**src/rtl/ildec_pkg.sv**
```systemverilog
package ildec_pkg;
  localparam int ADDR_W = 64;
  localparam int WORD_W = 32;
  localparam int PORT_W = 8;
  localparam int MAX_GRAN_ENC = 6;
  localparam int MAX_WAYS_ENC = 3;

  typedef enum logic [2:0] {
    REG_BASE_LO = 3'd0,
    REG_BASE_HI = 3'd1,
    REG_SIZE_LO = 3'd2,
    REG_SIZE_HI = 3'd3,
    REG_CTRL    = 3'd4,
    REG_TGT_LO  = 3'd5,
    REG_TGT_HI  = 3'd6,
    REG_CAP     = 3'd7
  } reg_sel_e;

  typedef struct packed {
    logic [WORD_W-1:0] base_hi;
    logic [3:0]        base_top;
    logic [WORD_W-1:0] size_hi;
    logic [3:0]        size_top;
    logic              committed;
    logic [3:0]        ways_enc;
    logic [3:0]        gran_enc;
    logic [WORD_W-1:0] tgt_lo;
    logic [WORD_W-1:0] tgt_hi;
  } dec_entry_t;

  // Window edge from a high word and the four top bits of a low word.
  function automatic logic [ADDR_W-1:0] form_addr(input logic [WORD_W-1:0] hi,
                                                  input logic [3:0] top);
    return {hi, top, 28'b0};
  endfunction

  // Containment test widened by one bit so base + size cannot wrap.
  function automatic logic in_window(input logic [ADDR_W-1:0] addr,
                                     input logic [ADDR_W-1:0] base,
                                     input logic [ADDR_W-1:0] size);
    logic [ADDR_W:0] a_x, b_x, lim_x;
    a_x   = {1'b0, addr};
    b_x   = {1'b0, base};
    lim_x = {1'b0, base} + {1'b0, size};
    return (a_x >= b_x) && (a_x < lim_x);
  endfunction

  // Active decoder count from the capability code.
  function automatic logic [4:0] decode_count(input logic [3:0] enc);
    return (enc == 4'd0) ? 5'd1 : {enc, 1'b0};
  endfunction

  function automatic logic enc_legal(input logic [3:0] gran, input logic [3:0] ways);
    return (int'(gran) <= MAX_GRAN_ENC) && (int'(ways) <= MAX_WAYS_ENC);
  endfunction

  // Interleave index: shift out granule bits, keep ways_enc low bits.
  function automatic logic [2:0] interleave_idx(input logic [ADDR_W-1:0] addr,
                                                input logic [3:0] gran,
                                                input logic [3:0] ways);
    logic [ADDR_W-1:0] granule;
    logic [3:0]        mask;
    granule = addr >> (5'd8 + {1'b0, gran});
    mask    = (4'd1 << ways[1:0]) - 4'd1;
    return granule[2:0] & mask[2:0];
  endfunction

  // Byte select from a little-endian list split over two words.
  function automatic logic [PORT_W-1:0] pick_port(input logic [WORD_W-1:0] lo,
                                                  input logic [WORD_W-1:0] hi,
                                                  input logic [2:0] idx);
    logic [WORD_W-1:0] word;
    logic [WORD_W-1:0] shifted;
    word    = idx[2] ? hi : lo;
    shifted = word >> {idx[1:0], 3'b000};
    return shifted[PORT_W-1:0];
  endfunction
endpackage

```
**src/rtl/ildec_table.sv**
```systemverilog
module ildec_table
  import ildec_pkg::*;
#(
  parameter int NUM_DEC = 4,
  parameter int SEL_W   = 2
) (
  input  logic                      clk,
  input  logic                      rst_n,
  input  logic                      cfg_we,
  input  logic [SEL_W-1:0]          cfg_dec,
  input  logic [2:0]                cfg_reg,
  input  logic [WORD_W-1:0]         cfg_data,
  output dec_entry_t [NUM_DEC-1:0]  entries,
  output logic [3:0]                cap_enc
);
  logic dec_in_range;
  assign dec_in_range = int'(cfg_dec) < NUM_DEC;

  always_ff @(posedge clk) begin
    if (!rst_n) begin
      entries <= '0;
      cap_enc <= '0;
    end else if (cfg_we) begin
      if (reg_sel_e'(cfg_reg) == REG_CAP) begin
        cap_enc <= cfg_data[3:0];
      end else if (dec_in_range) begin
        case (reg_sel_e'(cfg_reg))
          REG_BASE_LO: entries[cfg_dec].base_top <= cfg_data[31:28];
          REG_BASE_HI: entries[cfg_dec].base_hi  <= cfg_data;
          REG_SIZE_LO: entries[cfg_dec].size_top <= cfg_data[31:28];
          REG_SIZE_HI: entries[cfg_dec].size_hi  <= cfg_data;
          REG_CTRL: begin
            entries[cfg_dec].gran_enc  <= cfg_data[3:0];
            entries[cfg_dec].ways_enc  <= cfg_data[7:4];
            entries[cfg_dec].committed <= cfg_data[8];
          end
          REG_TGT_LO:  entries[cfg_dec].tgt_lo <= cfg_data;
          REG_TGT_HI:  entries[cfg_dec].tgt_hi <= cfg_data;
          default: ;
        endcase
      end
    end
  end
endmodule

```
**src/rtl/ildec_match.sv**
```systemverilog
module ildec_match
  import ildec_pkg::*;
#(
  parameter int NUM_DEC = 4
) (
  input  dec_entry_t [NUM_DEC-1:0] entries,
  input  logic [3:0]               cap_enc,
  input  logic [ADDR_W-1:0]        addr,
  output logic [NUM_DEC-1:0]       hit_vec,
  output logic [NUM_DEC-1:0]       active_mask
);
  logic [4:0] active_cnt;
  assign active_cnt = decode_count(cap_enc);

  for (genvar i = 0; i < NUM_DEC; i++) begin : g_dec
    logic [ADDR_W-1:0] base_w;
    logic [ADDR_W-1:0] size_w;
    assign base_w         = form_addr(entries[i].base_hi, entries[i].base_top);
    assign size_w         = form_addr(entries[i].size_hi, entries[i].size_top);
    assign hit_vec[i]     = in_window(addr, base_w, size_w);
    assign active_mask[i] = i < int'(active_cnt);
  end
endmodule

```
**src/rtl/ildec_pick.sv**
```systemverilog
module ildec_pick
  import ildec_pkg::*;
#(
  parameter int NUM_DEC = 4
) (
  input  dec_entry_t [NUM_DEC-1:0] entries,
  input  logic [NUM_DEC-1:0]       hit_vec,
  input  logic [NUM_DEC-1:0]       active_mask,
  input  logic [ADDR_W-1:0]        addr,
  output logic                     sel_committed,
  output logic                     sel_legal,
  output logic [PORT_W-1:0]        sel_port
);
  dec_entry_t sel;
  logic       taken;

  always_comb begin
    sel   = '0;
    taken = 1'b0;
    for (int i = 0; i < NUM_DEC; i++) begin
      if (!taken && hit_vec[i] && active_mask[i]) begin
        sel   = entries[i];
        taken = 1'b1;
      end
    end
  end

  assign sel_committed = sel.committed;
  assign sel_legal     = enc_legal(sel.gran_enc, sel.ways_enc);
  assign sel_port      = pick_port(sel.tgt_lo, sel.tgt_hi,
                                   interleave_idx(addr, sel.gran_enc, sel.ways_enc));
endmodule

```
**src/rtl/ildec_lookup.sv**
```systemverilog
module ildec_lookup
  import ildec_pkg::*;
#(
  parameter int NUM_DEC = 4,
  localparam int SEL_W  = (NUM_DEC > 1) ? $clog2(NUM_DEC) : 1
) (
  input  logic               clk,
  input  logic               rst_n,
  input  logic               cfg_we,
  input  logic [SEL_W-1:0]   cfg_dec,
  input  logic [2:0]         cfg_reg,
  input  logic [31:0]        cfg_data,
  input  logic               req_valid,
  input  logic [63:0]        req_addr,
  output logic               rsp_valid,
  output logic               rsp_found,
  output logic [7:0]         rsp_port
);
  dec_entry_t [NUM_DEC-1:0] entries;
  logic [3:0]               cap_enc;
  logic [NUM_DEC-1:0]       hit_vec;
  logic [NUM_DEC-1:0]       active_mask;
  logic                     win_hit;
  logic                     win_committed;
  logic                     win_legal;
  logic [PORT_W-1:0]        win_port;
  logic                     lookup_found;

  ildec_table #(.NUM_DEC(NUM_DEC), .SEL_W(SEL_W)) u_table (
    .clk(clk), .rst_n(rst_n), .cfg_we(cfg_we), .cfg_dec(cfg_dec),
    .cfg_reg(cfg_reg), .cfg_data(cfg_data), .entries(entries), .cap_enc(cap_enc)
  );

  ildec_match #(.NUM_DEC(NUM_DEC)) u_match (
    .entries(entries), .cap_enc(cap_enc), .addr(req_addr),
    .hit_vec(hit_vec), .active_mask(active_mask)
  );

  ildec_pick #(.NUM_DEC(NUM_DEC)) u_pick (
    .entries(entries), .hit_vec(hit_vec), .active_mask(active_mask),
    .addr(req_addr), .sel_committed(win_committed), .sel_legal(win_legal),
    .sel_port(win_port)
  );

  assign win_hit      = |(hit_vec & active_mask);
  assign lookup_found = win_hit & win_committed & win_legal;

  always_ff @(posedge clk) begin
    if (!rst_n) begin
      rsp_valid <= 1'b0;
      rsp_found <= 1'b0;
      rsp_port  <= '0;
    end else begin
      rsp_valid <= req_valid;
      rsp_found <= req_valid & lookup_found;
      rsp_port  <= (req_valid & lookup_found) ? win_port : '0;
    end
  end
endmodule

```
**config.mk**
```make
export PLATFORM = sky130hd
export DESIGN_NAME = ildec_lookup
export DESIGN_NICKNAME = d
export VERILOG_FILES = /design/src/rtl/ildec_pkg.sv /design/src/rtl/ildec_table.sv /design/src/rtl/ildec_match.sv /design/src/rtl/ildec_pick.sv /design/src/rtl/ildec_lookup.sv
export SDC_FILE = /design/constraint.sdc
export NUM_CORES = 2
export LEC_CHECK = 0
export ABC_AREA = 0
export ABC_CLOCK_PERIOD_IN_PS = 9300
export BUFFER_PORTS_ARGS = -buffer_cell sky130_fd_sc_hd__buf_2
export CAP_MARGIN = 40
export CORE_MARGIN = 5
export CORE_UTILIZATION = 40
export CTS_CLUSTER_DIAMETER = 150
export CTS_CLUSTER_SIZE = 12
export DETAILED_ROUTE_END_ITERATION = 6
export PLACE_DENSITY_LB_ADDON = 0.1
export SYNTH_ARGS = -nofsm -noshare
export SYNTH_HDL_FRONTEND = slang
export SYNTH_HIERARCHICAL = 1
export SYNTH_SLANG_ARGS = --single-unit
```
**constraint.sdc**
```tcl
create_clock -name clk -period 9.3 [get_ports clk]
set_input_delay 0.465 -clock clk [delete_from_list [all_inputs] [get_ports clk]]
set_output_delay 0.465 -clock clk [all_outputs]
set_load 0.005 [all_outputs]
```
-- Word level (Yosys, flattened, before mapping)
Cells that the tools add are included.
- add/sub/neg operators: 6
- $lt $le $gt $ge: 16
- equal/unequal tests: 7
- shifts and indexed selects: 3
- mux-type cells: 37
- bitwise gates (word level): 6
- reduce and logical (&&, ||, !) cells: 23
- operators by type and width (cell ; count):
    bitwise mux 580 bit ; 9
    case mux 580 bit (7 select lines) ; 1
    demux 145 bit (select 2 bit) ; 9
    2-to-1 mux 73 bit ; 5
    adder 64 x 64 -> 65 bit ; 4
    less-than comparator 64 x 65 -> 1 bit ; 4
    >= comparator 64 bit ; 4
    2-to-1 mux 145 bit ; 1
    2-to-1 mux 113 bit ; 1
    2-to-1 mux 109 bit ; 1
    2-to-1 mux 77 bit ; 1
    2-to-1 mux 72 bit ; 1
    2-to-1 mux 68 bit ; 1
    2-to-1 mux 32 bit ; 2
    2-to-1 mux 64 bit ; 1
    right shift 64 x 5 -> 3 bit ; 1
    right shift 32 x 5 -> 8 bit ; 1
    logical AND 1 bit ; 13
    == test 3 bit (second input constant) ; 4
    less-than comparator 1 x 5 -> 1 bit (first input constant) ; 2
    less-than comparator 2 x 5 -> 1 bit (first input constant) ; 2
    nonzero test 7 bit ; 1
    == test 3 x 2 -> 1 bit (second input constant) ; 2
    adder 4 x 4 -> 5 bit (first input constant) ; 1
    19 further kinds ; 26
- register bits: 594
- output and inout port bits: 10
- word-level logic and storage cells: 138

-- Logic depth before layout (Yosys ltp)
- depth in word-level cells: 22
- gate-level depth with buffers: 39
- depth with buffers taken out: 35

-- Modules after synthesis
The synthesis kept the hierarchy.
- modules (own cells, without submodules) (module ; times used ; cells an instance ; area each (µm²)):
    ildec_table ; 1 ; 2001 ; 21033.9
    ildec_match ; 1 ; 1883 ; 14057.2
    ildec_pick ; 1 ; 448 ; 2894.0
    ildec_lookup ; 1 ; 31 ; 349.1

-- Least setup slack after synthesis
OpenSTA, ideal clock, no wires.
- path kind: flip-flop to flip-flop
- start point: register with a tool-made name
- end point: register rsp_port[5]
- setup time: 86 ps
- data arrival time: 7168 ps
- data required time: 9214 ps
- path slack: 2046 ps
- cell stages (with the launch flop): 40
- buffers on the path: 4
- path through: dfxtp_1 -> ha_1 -> inv_1 -> fa_1 -> nor2b_1 -> o31a_1 -> o31a_1 -> and3b_1 -> o21ai_0 -> a21boi_0 -> o21ai_0 -> nor4bb_1 -> a2111oi_0 -> ha_1 -> a21o_1 -> a21o_1 -> a21oi_1 -> nor2b_1 -> [... 4 more ...] -> o22a_1 -> and2_1 -> buf_2 -> nand3_2 -> a31oi_4 -> buf_6 -> mux2_1 -> and3_1 -> nor4_4 -> or2_1 -> buf_6 -> buf_2 -> nand2_1 -> nand3_1 -> o21ai_1 -> a2111oi_1 -> inv_1 -> a211oi_1
- RTL lines (item ; RTL line ; RTL):
    end signal, assigned ; ildec_lookup.sv:56 ; rsp_port <= (req_valid & lookup_found) ? win_port : '0;
    end, declared ; ildec_lookup.sv:17 ; output logic [7:0] rsp_port

==> summary.md <==
| Metric | Value |
|---|---|
| Starting Density | 40.35% |
| RSZ-0062 raised after global routing | false |
| Largest net degree at the start of global routing | 104 |
| Max clock buf depth | 3 |
| Initial antenna violation count | 0 |
| Max-Slew Margin vs Limit | 37.09% |
| Post-Syn Area | 38,330 um^2 |
| Synth Flop Type | dfxtp_1 |
| Antenna viol nets, final | 0 |
| Clock skew | 0.02961 ns |
| HPWL Detailed | 87,220 um |
| Worst-Margin Slew | 0.9413 ns |
| FILL cells | 9,487 |
| Core ar. | 95,010 um^2 |
| Antenna cells | 0 |
| WL final | 120,900 um |
| Io pins | 115 |
| Syn nets | 4,900 |
| P&R area growth vs syn | 9.145% |
| Post-cts sizing count | 0 |
| Drt wl/cell | 21.32 um |
| Die Wd | 319.6 um |
| Critical path's most frequent cell | o21ai_0 |
| Non-filler cells, final | 5,669 |
| Layout cell share with drive strength beyond 1 | 8.015% |
| Crit path buffers/inverters | 5 |
| Number of global-route vias before repair | 31,460 |
| Final #Nets | 4,939 |
| Row Count | 113 |
| Pleak | 0.01723 uW |
| Grt ovf | 0 |
| Mapped Cells | 4,363 |
| Max incr delay on CP | 0.51 ns |
| Die area | 102,100 um^2 |
| Commonest non-fill, non-tap cell in the layout | nand2_1 |
| PortBufs | 114 |
| Seq cells post-synth | 594 |
| Num CTS Buffers | 55 |
| CTS H-Tree Depth | 2 |
| Die height | 319.6 um |
| Post-layout min period | 8.602 ns |
| Outcome | finished clean |
| Worst-Skew Late Latency | 0.66 ns |
| Peak VDD IR | 0.0001294 V |
| DR vias | 31,430 |
| Top delay family on crit path | compound AO/OA/AOI/OAI gates |
| Post-CTS Setup Bufs | 0 |
| Cts hold-fix bufs | 0 |
| Final setup fails | 0 |
| Power Density | 124.0 nW/um^2 |
| Seq/Total Area, Yosys | 31.02% |
| Vias per cell | 5.544 |
| CP max-delay cell | or4_1 |
| Total track usage | 22.66% |
| Drt first pass iters | 6 |
| Tcrit/Tclk final | 92.50% |
| CP max FO | 38 |
| 1st-iter DRT viols | 1,989 |
| Clock transition at the registers of the reported paths | 0.07 ns |
| Fmax | 0.1162 GHz |
| Slew Limit Fails | 0 |
| MaxCap Viol Count | 0 |
| First-pass GRT wire length | 185,200 um |
| Placed cells | 5,610 |
| CP Class | reg2reg |
| CTS tree | built |
| Setup TNS | 0 ns |
| Post-synth EDFFs | 0 |
| Finished Core Util | 44.04% |
| Startpoint Class | flop |
| Arrival @ worst endpoint | 9.17 ns |
| Crit path capture type | flop |
| Clk sink count | 594 |
| DRC | 0 |
| Most frequent cells in the layout | 807 x nand2_1, 615 x mux2i_1, 594 x dfxtp_1 |
| Avg Synthesized Cell Area | 8.786 um^2 |
| Netlist cell types | 103 |
| Placer Congestion | 0.8779 |
| Post-synth ARST share | 0% |
| Synth warn | 6 |
| Critical Path RT | 9.87 ns |
| Hold Fails Final Rpt | 0 |
| HP Class | in2reg |
| Root Driver | clkbuf_16 |
[cell families after synthesis]
logic type / share of synthesized area (%)
mux: 16.29
simple gates: 15.79
compound gates: 15.13
fa+ha+maj: 14.18
xor+xnor: 2.582
other cells: 0.009782
buf+inv: 5.000
flops: 31.02
[worst register-to-register path, delay by kind of cell, from the launching register on]
kind / cells / cell delay [ns]
buffers and inverters: 5 / 0.77
and+or+nand+nor: 10 / 1.75
AOI/OAI and AO/OA: 19 / 4.48
adders and majority gates: 3 / 0.94
muxes: 1 / 0.22
DFF: 1 / 0.37
[layer usage]
layer	vias up	track usage [%]	share of wire, %
li1	15630	-	-
met1	15160	30.24	47
met2	507	39.95	48
met3	136	1.859	2.6
met4	0	5.292	2.3
met5	-	0	0
[final cells by class]
| cell class | count | area [um^2] | share of cell area, % |
|---|---|---|---|
| clock buffers | 55 | 1376 | 3.289 |
| flip-flops and latches | 594 | 11890 | 28.42 |
| repair buffers | 216 | 1540 | 3.681 |
| inverters | 200 | 750.7 | 1.794 |
| well taps | 1265 | 1583 | 3.783 |
| multi-input cells | 3335 | 24620 | 58.85 |
| clock inverters | 4 | 77.57 | 0.1854 |
[through the flow]
step	worst slack, ns	cell area [um^2]	power, uW	hold WS (ns)
4_1_cts	0.5196	41840	5266	0.04841
6_report	0.6976	41840	5189	0.08991
2_1_floorplan	2.046	38330	2946	0.4303
5_1_grt	0.008718	41840	5396	0.09589
3_5_place_dp	0.5414	40390	3172	0.4456
3_3_place_gp	0.7106	40010	3153	0.4393
[cells in the mapped netlist (9+ instances only)]
| cell type | n | area [um^2] |
|---|---|---|
| nand3_1 | 65 | 325.3 |
| a311oi_1 | 9 | 78.83 |
| and3_1 | 21 | 131.4 |
| inv_1 | 200 | 750.7 |
| buf_6 | 15 | 168.9 |
| dfxtp_1 | 594 | 11890 |
| o21a_1 | 32 | 240.2 |
| mux2i_1 | 615 | 6156 |
| or3_1 | 12 | 75.07 |
| nor3_1 | 34 | 170.2 |
| or2_2 | 10 | 62.56 |
| nand2_1 | 812 | 3048 |
| clkbuf_1 | 140 | 525.5 |
| a221oi_1 | 49 | 429.2 |
| buf_2 | 38 | 190.2 |
| a31oi_1 | 28 | 175.2 |
| o21ai_1 | 12 | 60.06 |
| nor4_1 | 25 | 156.4 |
| o211ai_1 | 24 | 180.2 |
| o21ai_0 | 113 | 565.5 |
| and2_1 | 9 | 56.30 |
| a221o_1 | 12 | 120.1 |
| ha_1 | 428 | 5355 |
| xor2_1 | 65 | 569.3 |
| a222oi_1 | 10 | 100.1 |
| nand2b_1 | 51 | 319.1 |
| o21bai_1 | 21 | 157.7 |
| xnor2_1 | 48 | 420.4 |
| o31ai_1 | 13 | 97.59 |
| a21o_1 | 143 | 1074 |
| buf_4 | 34 | 255.2 |
| a2111oi_0 | 16 | 140.1 |
| nand4_1 | 65 | 406.6 |
| nor2_1 | 124 | 465.5 |
| nor2b_1 | 51 | 319.1 |
| a211oi_1 | 34 | 255.2 |
| a21oi_1 | 209 | 1046 |
[path summary, 6_finish.rpt]
path / startpoint / endpoint / slack [ns] / depth (start not counted)
setup / recovery: flop / rsp_port[5] / 0.70 / 38
hold / removal: cfg_data[3] / u_table/cap_enc[3] / 0.09 / 3
setup reg to reg: flop / rsp_port[5] / 0.70 / 38
hold reg to reg: flop / flop / 0.46 / 2
[report_power, final]
part / switching [uW] / internal, uW
Sequential: 12.7 / 2560
Combinational: 355 / 184
Clock: 1030 / 1050
Total: 1390 / 3790
Power figures use the tool's default switching activity.
